`config.mk`:
```
export PLATFORM = sky130hd
export DESIGN_NAME = sysbus_ctrl
export DESIGN_NICKNAME = d
export VERILOG_FILES = /design/src/rtl/sysbus_pkg.sv /design/src/rtl/sysbus_decode.sv /design/src/rtl/sysbus_timeout.sv /design/src/rtl/sysbus_rdmux.sv /design/src/rtl/sysbus_ctrl.sv
export SDC_FILE = /design/constraint.sdc
export NUM_CORES = 1
export LEC_CHECK = 0
export BUFFER_PORTS_ARGS = -buffer_cell sky130_fd_sc_hd__buf_2
export CORE_AREA = 5 5 102 104
export DETAILED_ROUTE_END_ITERATION = 6
export DIE_AREA = 0 0 107 109
export PLACE_DENSITY = 0.64
export REMOVE_ABC_BUFFERS = 1
export SYNTH_ARGS = -nofsm -noshare
export SYNTH_HDL_FRONTEND = slang
export SYNTH_HIERARCHICAL = 1
export SYNTH_SLANG_ARGS = --single-unit
```
`constraint.sdc`:
```
create_clock -name clk -period 2.3 [get_ports clk]
set_input_delay 0.46 -clock clk [delete_from_list [all_inputs] [get_ports clk]]
set_output_delay 0.46 -clock clk [all_outputs]
set_load 0.02 [all_outputs]
```
`src/rtl/sysbus_pkg.sv`:
```
package sysbus_pkg;

   // Decoded command seen by the controller
   typedef struct packed {
      logic rd;
      logic wr;
      logic io;
   } bus_cmd_t;

   // Build one 3-bit table entry: populated flag over a 2-bit slave index
   function automatic logic [2:0] map_entry(input logic used, input logic [1:0] idx);
      return {used, idx};
   endfunction

endpackage

```
`src/rtl/sysbus_decode.sv`:
```
module sysbus_decode #(
   parameter int SELW = 2,
   parameter int NS   = 4,
   parameter int SIW  = 2,
   parameter int ENW  = 3,
   parameter logic [(2**SELW)*ENW-1:0] MEM_MAP = '0,
   parameter logic [(2**SELW)*ENW-1:0] IO_MAP  = '0
) (
   input  logic            valid,
   input  logic            io,
   input  logic [SELW-1:0] code,
   output logic [NS-1:0]   sel,
   output logic            hit
);
   logic [ENW-1:0] entry;

   always_comb begin
      if (io) entry = IO_MAP[int'(code)*ENW +: ENW];
      else    entry = MEM_MAP[int'(code)*ENW +: ENW];
   end

   for (genvar s = 0; s < NS; s++) begin : g_sel
      assign sel[s] = valid && entry[ENW-1] && (entry[SIW-1:0] == SIW'(s));
   end

   assign hit = |sel;

   // a single table entry can only ever name one slave
   always_comb begin
      assert_sel_onehot_R1: assert ($onehot0(sel));
   end
endmodule

```
`src/rtl/sysbus_timeout.sv`:
```
module sysbus_timeout #(
   parameter int TIMEOUT = 8
) (
   input  logic clk,
   input  logic rst_n,
   input  logic miss,
   output logic fire
);
   localparam int CW = (TIMEOUT > 2) ? $clog2(TIMEOUT) : 1;
   localparam logic [CW-1:0] LAST = CW'(TIMEOUT - 1);

   logic [CW-1:0] cnt;

   assign fire = miss && (cnt == LAST);

   always_ff @(posedge clk) begin
      if (!rst_n)             cnt <= '0;
      else if (miss && !fire) cnt <= cnt + 1'b1;
      else                    cnt <= '0;
   end

   assert_count_run_R6: assert property (@(posedge clk) disable iff (!rst_n)
      (miss && !fire) |=> (cnt == $past(cnt) + 1'b1));

   assert_fire_clears_R6: assert property (@(posedge clk) disable iff (!rst_n)
      fire |=> (cnt == '0));
endmodule

```
`src/rtl/sysbus_rdmux.sv`:
```
module sysbus_rdmux #(
   parameter int NS = 4,
   parameter int DW = 32
) (
   input  logic [NS-1:0]    sel,
   input  logic [NS*DW-1:0] rdata_flat,
   input  logic             rd_active,
   input  logic             timeout,
   output logic [DW-1:0]    rdata
);
   logic [DW-1:0] terms [NS];
   logic [DW-1:0] merged;

   for (genvar s = 0; s < NS; s++) begin : g_term
      assign terms[s] = sel[s] ? rdata_flat[s*DW +: DW] : '0;
   end

   always_comb begin
      merged = '0;
      for (int s = 0; s < NS; s++) merged |= terms[s];
   end

   always_comb begin
      if (!rd_active)   rdata = '0;
      else if (timeout) rdata = '1;
      else              rdata = merged;
   end
endmodule

```
`src/rtl/sysbus_ctrl.sv`:
```
module sysbus_ctrl
   import sysbus_pkg::*;
#(
   parameter int AW      = 16,
   parameter int DW      = 32,
   parameter int NS      = 4,
   parameter int SELW    = 2,
   parameter int TIMEOUT = 8,
   parameter logic [(2**SELW)*($clog2(NS)+1)-1:0] MEM_MAP = 12'b000_000_101_100,
   parameter logic [(2**SELW)*($clog2(NS)+1)-1:0] IO_MAP  = 12'b000_000_111_110
) (
   input  logic                clk,
   input  logic                rst_n,
   input  logic                m_mem_rd,
   input  logic                m_mem_wr,
   input  logic                m_io_rd,
   input  logic                m_io_wr,
   input  logic [AW-1:0]       m_addr,
   input  logic [DW-1:0]       m_wdata,
   output logic [DW-1:0]       m_rdata,
   output logic                m_ack,
   output logic                m_err,
   output logic [NS-1:0]       s_sel,
   output logic                s_rd,
   output logic                s_wr,
   output logic                s_io,
   output logic [AW-SELW-1:0]  s_offset,
   output logic [DW-1:0]       s_wdata,
   input  logic [NS*DW-1:0]    s_rdata,
   input  logic [NS-1:0]       s_ack
);
   localparam int SIW = $clog2(NS);
   localparam int ENW = SIW + 1;
   localparam int OW  = AW - SELW;

   initial begin
      assert (NS >= 2) else $error("sysbus_ctrl: NS must be at least 2");
      assert (SELW >= 1 && SELW < AW) else $error("sysbus_ctrl: SELW out of range");
      assert (TIMEOUT >= 2) else $error("sysbus_ctrl: TIMEOUT must be at least 2");
   end

   bus_cmd_t        cmd;
   logic            cmd_any;
   logic [NS-1:0]   sel;
   logic            hit;
   logic            miss;
   logic            fire;
   logic            slave_done;

   assign cmd.rd  = m_mem_rd | m_io_rd;
   assign cmd.wr  = m_mem_wr | m_io_wr;
   assign cmd.io  = m_io_rd  | m_io_wr;
   assign cmd_any = cmd.rd | cmd.wr;

   sysbus_decode #(
      .SELW(SELW), .NS(NS), .SIW(SIW), .ENW(ENW),
      .MEM_MAP(MEM_MAP), .IO_MAP(IO_MAP)
   ) u_decode (
      .valid (cmd_any),
      .io    (cmd.io),
      .code  (m_addr[AW-1 -: SELW]),
      .sel   (sel),
      .hit   (hit)
   );

   assign miss = cmd_any && !hit;

   sysbus_timeout #(.TIMEOUT(TIMEOUT)) u_timeout (
      .clk   (clk),
      .rst_n (rst_n),
      .miss  (miss),
      .fire  (fire)
   );

   sysbus_rdmux #(.NS(NS), .DW(DW)) u_rdmux (
      .sel        (sel),
      .rdata_flat (s_rdata),
      .rd_active  (cmd.rd),
      .timeout    (fire),
      .rdata      (m_rdata)
   );

   assign slave_done = |(s_ack & sel);
   assign m_ack      = slave_done | fire;
   assign m_err      = fire;

   assign s_sel    = sel;
   assign s_rd     = cmd.rd & hit;
   assign s_wr     = cmd.wr & hit;
   assign s_io     = cmd.io & hit;
   assign s_offset = m_addr[OW-1:0];
   assign s_wdata  = m_wdata;

   assert_one_cmd_R3: assert property (@(posedge clk) disable iff (!rst_n)
      $onehot0({m_mem_rd, m_mem_wr, m_io_rd, m_io_wr}));

   assert_hold_R3: assert property (@(posedge clk) disable iff (!rst_n)
      (cmd_any && !m_ack) |=> ($stable(m_addr) && $stable(m_wdata) &&
                                $stable({m_mem_rd, m_mem_wr, m_io_rd, m_io_wr})));

   assert_ack_needs_cmd_R4: assert property (@(posedge clk) disable iff (!rst_n)
      m_ack |-> cmd_any);

   assert_err_no_slave_R6: assert property (@(posedge clk) disable iff (!rst_n)
      m_err |-> (s_sel == '0 && m_ack));

   assert_rdata_idle_R7: assert property (@(posedge clk) disable iff (!rst_n)
      !(m_mem_rd || m_io_rd) |-> (m_rdata == '0));
endmodule

```
==> Word-level counts from Yosys, hierarchy flattened <==
Cells that the tools add are included.
Widths: inputs -> output; s select.
{ "totals": {"input_bits": 186, "regBits": 3, "wordCells": 42} }
{ "op_classes": {"n_reduce_logical": 14, "n_addsub": 1, "n_eq_ne": 4, "n_shift": 2, "multipliers": 1, "bitwise": 12, "n_mux": 7} }
{ "op_table": {"columns": ["cell", "count"], "rows": [
  ["$mux 32", 6],
  ["$or 32x32->32", 3],
  ["$shiftx 12x32->3 const A", 1],
  ["$shiftx 12x5->3 const A", 1],
  ["$logic_and 1x1->1", 8],
  ["$reduce_or 4->1", 2],
  ["$or 1x1->1", 5],
  ["$and 4x4->4", 1],
  ["$eq 2x2->1 const B", 2],
  ["$mul 2x2->4 const B", 1],
  ["$add 3x1->3 const B", 1],
  ["$and 1x1->1", 3],
  ["$eq 3x3->1 const B", 1],
  ["$mux 3", 1],
  ["$eq 2x1->1 const B", 1],
  ["$logic_not 1->1", 2],
  ["$logic_not 2->1", 1],
  ["$reduce_and 2->1", 1]
]} }

==> Depth between registers and ports, before layout <==
Gate-level depths: netlist of the first run.
{ "depth": {"word_depth": 12, "mapped_depth": 7, "mapped_depth_nobuf": 6} }

==> Modules after synthesis <==
The synthesis of the first run kept the hierarchy.
{ "by_module_without_submodules": {"columns": ["mod", "n_inst", "area_per_inst_um2", "cells_per_inst"], "rows": [
  ["sysbus_rdmux", 1, 837.1, 114],
  ["sysbus_ctrl", 1, 421.7, 56],
  ["sysbus_timeout", 1, 127.6, 9],
  ["sysbus_decode", 1, 60.1, 5]
]} }

==> Worst setup path before layout of the first run <==
Ideal clock, no wire load.
{ "synth_path": {"path_kind": "input port to output port", "from": "in m_io_rd", "to": "out m_rdata[14]", "path_buffers": 1, "arrival_ps": 2372, "stages": 7, "setup_slack_ps": -532, "path_cell_list": "or4_4 > and2b_2 > nor2b_4 > and2_2 > buf_2 > a21oi_1 > a21boi_0"} }
{ "synth_via": {"elab_chain_cells": 10} }
{ "synth_lines": {"columns": ["item", "line_no", "source"], "rows": [
  ["start: declaration", "sysbus_ctrl.sv:16", "input logic m_io_rd,"],
  ["$or 1x1->1, on equally long branches", "sysbus_ctrl.sv:52, sysbus_ctrl.sv:50", null],
  ["$mux 3 / $or 1x1->1 (equally long branches)", "sysbus_decode.sv:18, sysbus_ctrl.sv:53", null],
  ["$eq 2x1->1 (tied with other cells)", "sysbus_decode.sv:23", "assign sel[s] = valid && entry[ENW-1] && (entry[SIW-1:0] == SIW'(s));"],
  ["$logic_and 1x1->1", "sysbus_decode.sv:23", null],
  ["$reduce_or 4->1 (*)", "sysbus_decode.sv:26", "assign hit = |sel;"],
  ["net hit", "sysbus_ctrl.sv:45", "logic hit;"],
  ["$logic_not 1->1 (*)", "sysbus_ctrl.sv:66", "assign miss = cmd_any && !hit;"],
  ["$logic_and 1x1->1 (*)", "sysbus_ctrl.sv:66", null],
  ["net miss", "sysbus_ctrl.sv:46", "logic miss;"],
  ["$logic_and 1x1->1 (*)", "sysbus_timeout.sv:14", "assign fire = miss && (cnt == LAST);"],
  ["net m_err", "sysbus_ctrl.sv:22", "output logic m_err,"],
  ["$mux 32 (*)", "sysbus_rdmux.sv:25", "else if (timeout) rdata = '1;"],
  ["$mux 32 (*)", "sysbus_rdmux.sv:24", "if (!rd_active) rdata = '0;"],
  ["end: declaration", "sysbus_ctrl.sv:20", "output logic [DW-1:0] m_rdata,"]
]} }
The timed path passes the listed nets; every way through them passes the cells marked *.

==> Final worst setup path of the first run <==
{ "layout_path": {"from": "in m_io_rd", "to": "out m_rdata[8]"} }
{ "layout_via": {"elab_chain_cells": 10} }
{ "layout_lines": {"columns": ["item", "line_no", "source"], "rows": [
  ["$or 1x1->1 (*)", "sysbus_ctrl.sv:50", "assign cmd.rd = m_mem_rd | m_io_rd;"],
  ["$or 1x1->1 (*)", "sysbus_ctrl.sv:53", "assign cmd_any = cmd.rd | cmd.wr;"],
  ["net cmd_any", "sysbus_ctrl.sv:43", "logic cmd_any;"],
  ["$logic_and 1x1->1 (*)", "sysbus_decode.sv:23", null],
  ["$logic_and 1x1->1", "sysbus_decode.sv:23", null],
  ["$reduce_or 4->1 (*)", "sysbus_decode.sv:26", null],
  ["net hit", "sysbus_ctrl.sv:45", null],
  ["$logic_not 1->1 (*)", "sysbus_ctrl.sv:66", null],
  ["$logic_and 1x1->1 (*)", "sysbus_ctrl.sv:66", null],
  ["net miss", "sysbus_ctrl.sv:46", null],
  ["$logic_and 1x1->1 (*)", "sysbus_timeout.sv:14", null],
  ["$mux 32 (*)", "sysbus_rdmux.sv:25", null],
  ["$mux 32 (*)", "sysbus_rdmux.sv:24", null]
]} }
Marks and branches as above.

==> results of run 1 <==
## metrics by stage
| step | utilization (%) | power, mW | hold WS (ns) |
|---|---|---|---|
| floorplan | - | 0.2317 | 0.5790 |
| global placement | 24.10 | 0.4595 | 0.5867 |
| detailed placement | 24.10 | 0.4682 | 0.6303 |
| CTS | 27.28 | 0.6682 | 0.5741 |
| global route | 29.19 | 0.7288 | 0.5914 |
| finish | 29.19 | 0.6918 | 0.5772 |
## layout by cell type, fill, tap and decap left out
cell       instances
a21boi_1          31
a21boi_2           1
a21oi_1           19
a21oi_2           12
a21oi_4            2
a222oi_1          33
and2_4             3
and2b_2            1
and4b_2            3
and4bb_2           1
and4bb_4           2
buf_12            10
buf_16             2
buf_2            143
buf_4             46
buf_6             11
buf_8              2
clkbuf_1           1
clkbuf_16          1
clkbuf_8           3
dfxtp_1            3
ha_1               2
nand2_1            1
nor2b_4            1
nor4b_4            1
o21a_1             1
or2_1              2
or4_4              1
## per-layer routing
| layer | vias up | routed length [microns] |
|---|---|---|
| met4 | 2 | 272 |
| met2 | 229 | 6366 |
| li1 | 1021 | - |
| met1 | 1134 | 3731 |
| met5 | - | 78 |
| met3 | 14 | 2803 |
## final cells by class
| type | instances | area [sq um] |
|---|---|---|
| clock buffer | 4 | 45.04 |
| timing repair buffer | 215 | 1495 |
| fill | 1016 | 6698 |
| multi-input combinational | 117 | 1018 |
| sequential | 3 | 60.06 |
| tap | 114 | 142.6 |
## worst max path at each step
stage                  from     endpoint  slack [ns]  cells after the start
floorplan           m_io_rd  m_rdata[14]       -1.37                      4
global placement    m_io_rd   m_rdata[1]       -0.72                      7
detailed placement  m_io_rd  m_rdata[23]       -0.74                      7
CTS                 m_io_wr  m_rdata[21]       -0.50                      8
global route        m_io_rd  m_rdata[12]       -0.61                     11
finish              m_io_rd   m_rdata[8]       -0.53                     11
## cell usage after synthesis
cell	count	area [sq um]
a21oi_1	33	165.2
or2_1	2	12.51
and4bb_2	3	37.54
dfxtp_1	3	60.06
or4_4	1	11.26
ha_1	2	25.02
and2b_2	1	8.760
and4b_2	3	33.78
buf_2	9	45.04
o21a_1	1	7.510
clkbuf_1	3	11.26
buf_6	4	45.04
nor4b_2	1	15.01
and2_2	1	7.510
buf_4	48	360.4
a222oi_1	33	330.3
a21boi_1	31	232.7
nor2b_4	1	13.76
nand2_1	1	3.750
and2_1	2	12.51
a21boi_0	1	7.510
## power by group
group | switching (mW) | leakage (nW) | total, mW | internal (mW)
logic | 0.225 | 1.33 | 0.479 | 0.254
clock network | 0.0386 | 0.0228 | 0.157 | 0.119
registers | 0.00110 | 0.0245 | 0.0556 | 0.0545
## logic make-up (layout without fill, tap and decap cells)
family | Yosys count | count (layout) | share of synthesized area [%]
buffers and inverters | 64 | 219 | 31.92
DFF | 3 | 3 | 4.152
AOI/OAI and AO/OA | 99 | 99 | 51.38
adders and majority gates | 2 | 2 | 1.730
and+or+nand+nor | 16 | 16 | 10.81
## worst max-delay path, cell delays in order
cell and delay [ns]:
buf_6 0.09, buf_6 0.10, or4_4 0.51, and2b_2 0.25, nor2b_4 0.11, and2_4 0.23
buf_4 0.14, buf_6 0.11, a21oi_1 0.06, a21boi_1 0.15, buf_4 0.16
## repair_timing
item	CTS	global route
pin swaps	17	28
gates cloned	3	2
endpoints found under the setup margin	41	38
resized for setup	41	34
buffers inserted	7	6
==> results.cfg, run 1 <==
[status]
status = finished, violations left
violations = negative setup slack

[worst_setup_path]
end_kind = primary output
r2r-end = u_timeout/cnt[2]
r2r_slack_ns = 1.19
worstSetupPathType = input port to primary output
worstReg2RegStart = u_timeout/cnt[0]
cp.arrival_ns = 2.37
start_kind = input port
required_ns = 1.84
crit_path_max_fanout = 5
rr_worst_depth = 3

[floorplanning]
die_y_microns = 109
die_x_microns = 107
num_rows = 36
die_area_sq_um = 11660
core_sq_um = 9459
ioPinCount = 273
start_util_pct = 15.29

[layout]
largest_register_ffs = 3
final_area_sq_um = 2761
max_flop_register = u_timeout/cnt
layoutNonFillerInstCount = 453
reg_top3 = u_timeout/cnt: 3 flops
nets = 528
syn_to_final_growth_pct = 90.92
n_antenna_cell = 0
drive_gt1_share_pct = 72.57

[clock_network]
numCtsBuffers = 3
htreeDepth = 1
insertion_delay_ns = 0.22
cts_root_buf = clkbuf_8
clk_path_buf_depth = 2
clkTransAtPathRegs_ns = 0.03
cts_hold_buf = 0
cts_sinks = 3
cts_tree = yes

[yosys]
syn_inst = 184
synth-seq-cells = 3
postSynthAreaPerCell_sq_um = 7.861
ys_seq_area_share_pct = 4.152
yosys_warnings = 6
synth_cell_types = 21
synth_area_sq_um = 1446

[placed_design]
pre_cts_ws_ns = -0.7415
place_congestion = 0.7454
place.detailed.hpwl_microns = 10700
placed_area_sq_um = 2280
port_buffers = 180
place_inst = 433

[detailed_routing]
drt_wl_total_microns = 13250
antenna_left = 0
dr.pass1.iters = 7
drtIter0Drc = 308
vias_per_cell = 5.298
drc = 0
wl_per_cell_microns = 29.25
vias = 2400

[global_route]
gr-usage-all-layers_pct = 20.29
grt_max_degree = 34
use_met2_pct = 35.70
top_usage_layer = met2
use_met1_pct = 16.68
antenna_found_initial = 0
grt_pass1_vias = 2375
met3_usage_pct = 18.12
grt_overflow = 0
grt_first_pass_wirelength_microns = 16620

[run]
cap_violations = 0

[sta]
fin_tns_setup_ns = -15.73
finalHoldViolations = 0
slew_violations = 0
layout_setup_ws_ns = -0.5337
fmax_ghz = 0.3529
setup_viol = 38
worst_slew_pin_slew_ns = 0.4494
period_needed_ns = 2.834
rsz0062_at_grt = yes
skew_ns = 0.00005497
period_share_pct = 123.2
relSlewSlack_pct = 70.04

[min_path]
hold_class = input port to register
hold_path_end = u_timeout/cnt[1]
hold_depth = 2
hold_start = rst_n

[power_and_ir_drop]
leakage_nw = 1.373
irDropWorstVdd_uv = 248.8
power_density_nw_per_um2 = 250.5
No activity file was read; power rests on OpenSTA's default activity.
==> run 2: changes to the inputs <==
--- a/config.mk
+++ b/config.mk
@@ -6,12 +6,11 @@
 export NUM_CORES = 1
 export LEC_CHECK = 0
 export BUFFER_PORTS_ARGS = -buffer_cell sky130_fd_sc_hd__buf_2
-export CORE_AREA = 5 5 102 104
+export CORE_AREA = 5 5 103 105
 export DETAILED_ROUTE_END_ITERATION = 6
-export DIE_AREA = 0 0 107 109
-export PLACE_DENSITY = 0.64
+export DIE_AREA = 0 0 108 110
+export PLACE_DENSITY = 0.72
 export REMOVE_ABC_BUFFERS = 1
 export SYNTH_ARGS = -nofsm -noshare
 export SYNTH_HDL_FRONTEND = slang
-export SYNTH_HIERARCHICAL = 1
 export SYNTH_SLANG_ARGS = --single-unit
==> results.cfg, run 2 <==
[power_and_ir_drop]
power_density_nw_per_um2 = 241.5
leakage_nw = 1.487
finalPower_mw = 0.7371
irDropWorstVdd_uv = 180.0

[layout]
reg_top3 = u_timeout.cnt: 3 flops
syn_to_final_growth_pct = 38.79
largest_register_ffs = 3
layout_commonest_cell = buf_2
max_flop_register = u_timeout.cnt
n_antenna_cell = 0
n_fill_cell = 1049
nets = 581
drive_gt1_share_pct = 74.49
register_area_sq_um = 60.06
multi_input_area_sq_um = 1531
layout_common_cells = buf_2 (180), inv_1 (33), mux2_2 (33)

[detailed_routing]
drt_wl_total_microns = 12140
drc = 0
wl_per_cell_microns = 23.12
dr.pass1.iters = 4
vias_per_cell = 5.025
drtIter0Drc = 100
antenna_left = 0
vias = 2638

[sta]
finalHoldViolations = 0
slew_violations = 0
worst_slew_pin_slew_ns = 0.3533
period_needed_ns = 2.275
rsz0062_at_grt = no
setup_viol = 0
skew_ns = 0.0009706
holdWs_ns = 0.4301
period_share_pct = 98.90
fmax_ghz = 0.4396
relSlewSlack_pct = 76.20

[yosys]
ys_seq_area_share_pct = 2.730
synth-seq-cells = 3
synth_edf_count = 0
yosysMostFrequentCell = buf_4
synth_flop_cell = dfxtp_1
yosys_warnings = 0
synth_cell_types = 25
synth_top_area_share_pct = 17.06
synth_area_sq_um = 2200
synth_commonest_cells = buf_4 (46), inv_1 (33), mux2_2 (33), nand3_1 (33)
postSynthAreaPerCell_sq_um = 8.364
synth_area_leaders = o221ai_2 (17%), mux2_2 (17%), buf_4 (16%)
syn_inst = 263
synth_largest_area_cell = o221ai_2
async_flop_share_pct = 0

[floorplanning]
die_x_microns = 108
start_util_pct = 23.03
ioPinCount = 273
die_area_sq_um = 11880
num_rows = 36
die_y_microns = 110
core_sq_um = 9549

[global_route]
grt_max_degree = 38
grt_overflow = 0
grt_pass1_vias = 2708
grt_first_pass_wirelength_microns = 16460
antenna_found_initial = 0
gr-usage-all-layers_pct = 18.77

[clock_network]
cts_hold_buf = 0
cts_tree = yes
cts_root_buf = clkbuf_8
insertion_delay_ns = 0.21
cts_sinks = 3
htreeDepth = 1
clkTransAtPathRegs_ns = 0.03
numCtsBuffers = 3
clk_path_buf_depth = 2

[worst_setup_path]
crit_cells = 6
cp_slowest_stage_delay_ns = 0.52
cp_top_family = compound AO/OA/AOI/OAI gates
required_ns = 1.84
crit_path_max_fanout = 21
worstPathCellList = buf_2 > o41a_4 > buf_12 > a22oi_1 > o221ai_1 > buf_2
cp.arrival_ns = 1.81
start_kind = input port
cp_num_buf_inv = 3
end_kind = primary output
rr_worst_depth = 4
worstSetupPathType = input port to primary output
worstReg2RegStart = u_timeout.cnt[0]
cp_common_cell = buf_2
cpMaxStageDelayCell = o41a_4
r2r_slack_ns = 1.04
r2r-end = u_timeout.cnt[2]

[run]
cap_violations = 0

[placed_design]
place.detailed.hpwl_microns = 10420
port_buffers = 180
place_congestion = 0.8272

[status]
status = complete, no violations

[min_path]
hold_class = register to register
hold_path_end = u_timeout.cnt[0]
hold_depth = 1
hold_start = u_timeout.cnt[0]
-- run 2: cell families after synthesis --
logic type | Yosys count | synth area share, %
AOI/OAI and AO/OA | 69 | 38.23
adders and majority gates | 2 | 1.137
buffers and inverters | 108 | 29.07
DFF | 3 | 2.730
muxes | 34 | 17.35
and+or+nand+nor | 47 | 11.49
-- run 2: per-stage QoR --
stage          util [%]  setup TNS [ns]  cell area (sq um)  setup WS [ns]  std cells
2_1_floorplan         -          -52.26               1684         -1.681        188
3_3_place_gp      31.33               0               2992        0.05864        520
3_5_place_dp      31.33               0               2992        0.01589        520
5_1_grt           31.97               0               3053      0.0006085        525
4_1_cts           31.80               0               3037        0.01371        524
6_report          31.97               0               3053        0.02521        525
-- run 2: how the worst max path moves through the flow --
stage / from / to
final: m_io_wr / m_rdata[2]
after global routing: m_io_wr / m_rdata[20]
after CTS: m_io_wr / m_rdata[2]
after detailed placement: m_io_wr / m_rdata[2]
after global placement: m_io_wr / m_rdata[30]
after floorplan: m_io_wr / m_rdata[0]
-- run 2: routing by layer --
layer / global-route usage [%] / part of all wire (%) / vias to the layer above
met2: 31.26 / 45 / 222
met1: 16.96 / 32 / 1197
met3: 15.32 / 19 / 30
met5: 11.16 / 1.5 / -
met4: 4.959 / 3.2 / 4
li1: - / - / 1185
-- run 2: what timing repair did --
action	4_1_cts	5_1_grt
resized for setup	0	1
setup buffers	0	1
setup endpoints to repair	0	14
-- run 2: worst register-to-register path, cell delays in order (launching register included) --
cell	delay, ns
dfxtp_1	0.33
ha_1	0.16
ha_2	0.19
buf_12	0.24
and4b_1	0.23
-- run 2: area by class of cell --
class	count	area share, %
tap	133	5.451
inverter	33	4.057
multi-input combinational	152	50.16
clock buffer	4	1.475
sequential	3	1.967
timing repair buffer	200	36.89
-- run 2: report_power, final --
part	internal, mW	switching (mW)	total [mW]	leakage (nW)
Combinational	0.256	0.274	0.530	1.44
Clock	0.118	0.0340	0.152	0.0228
Sequential	0.0542	0.000806	0.0550	0.0245
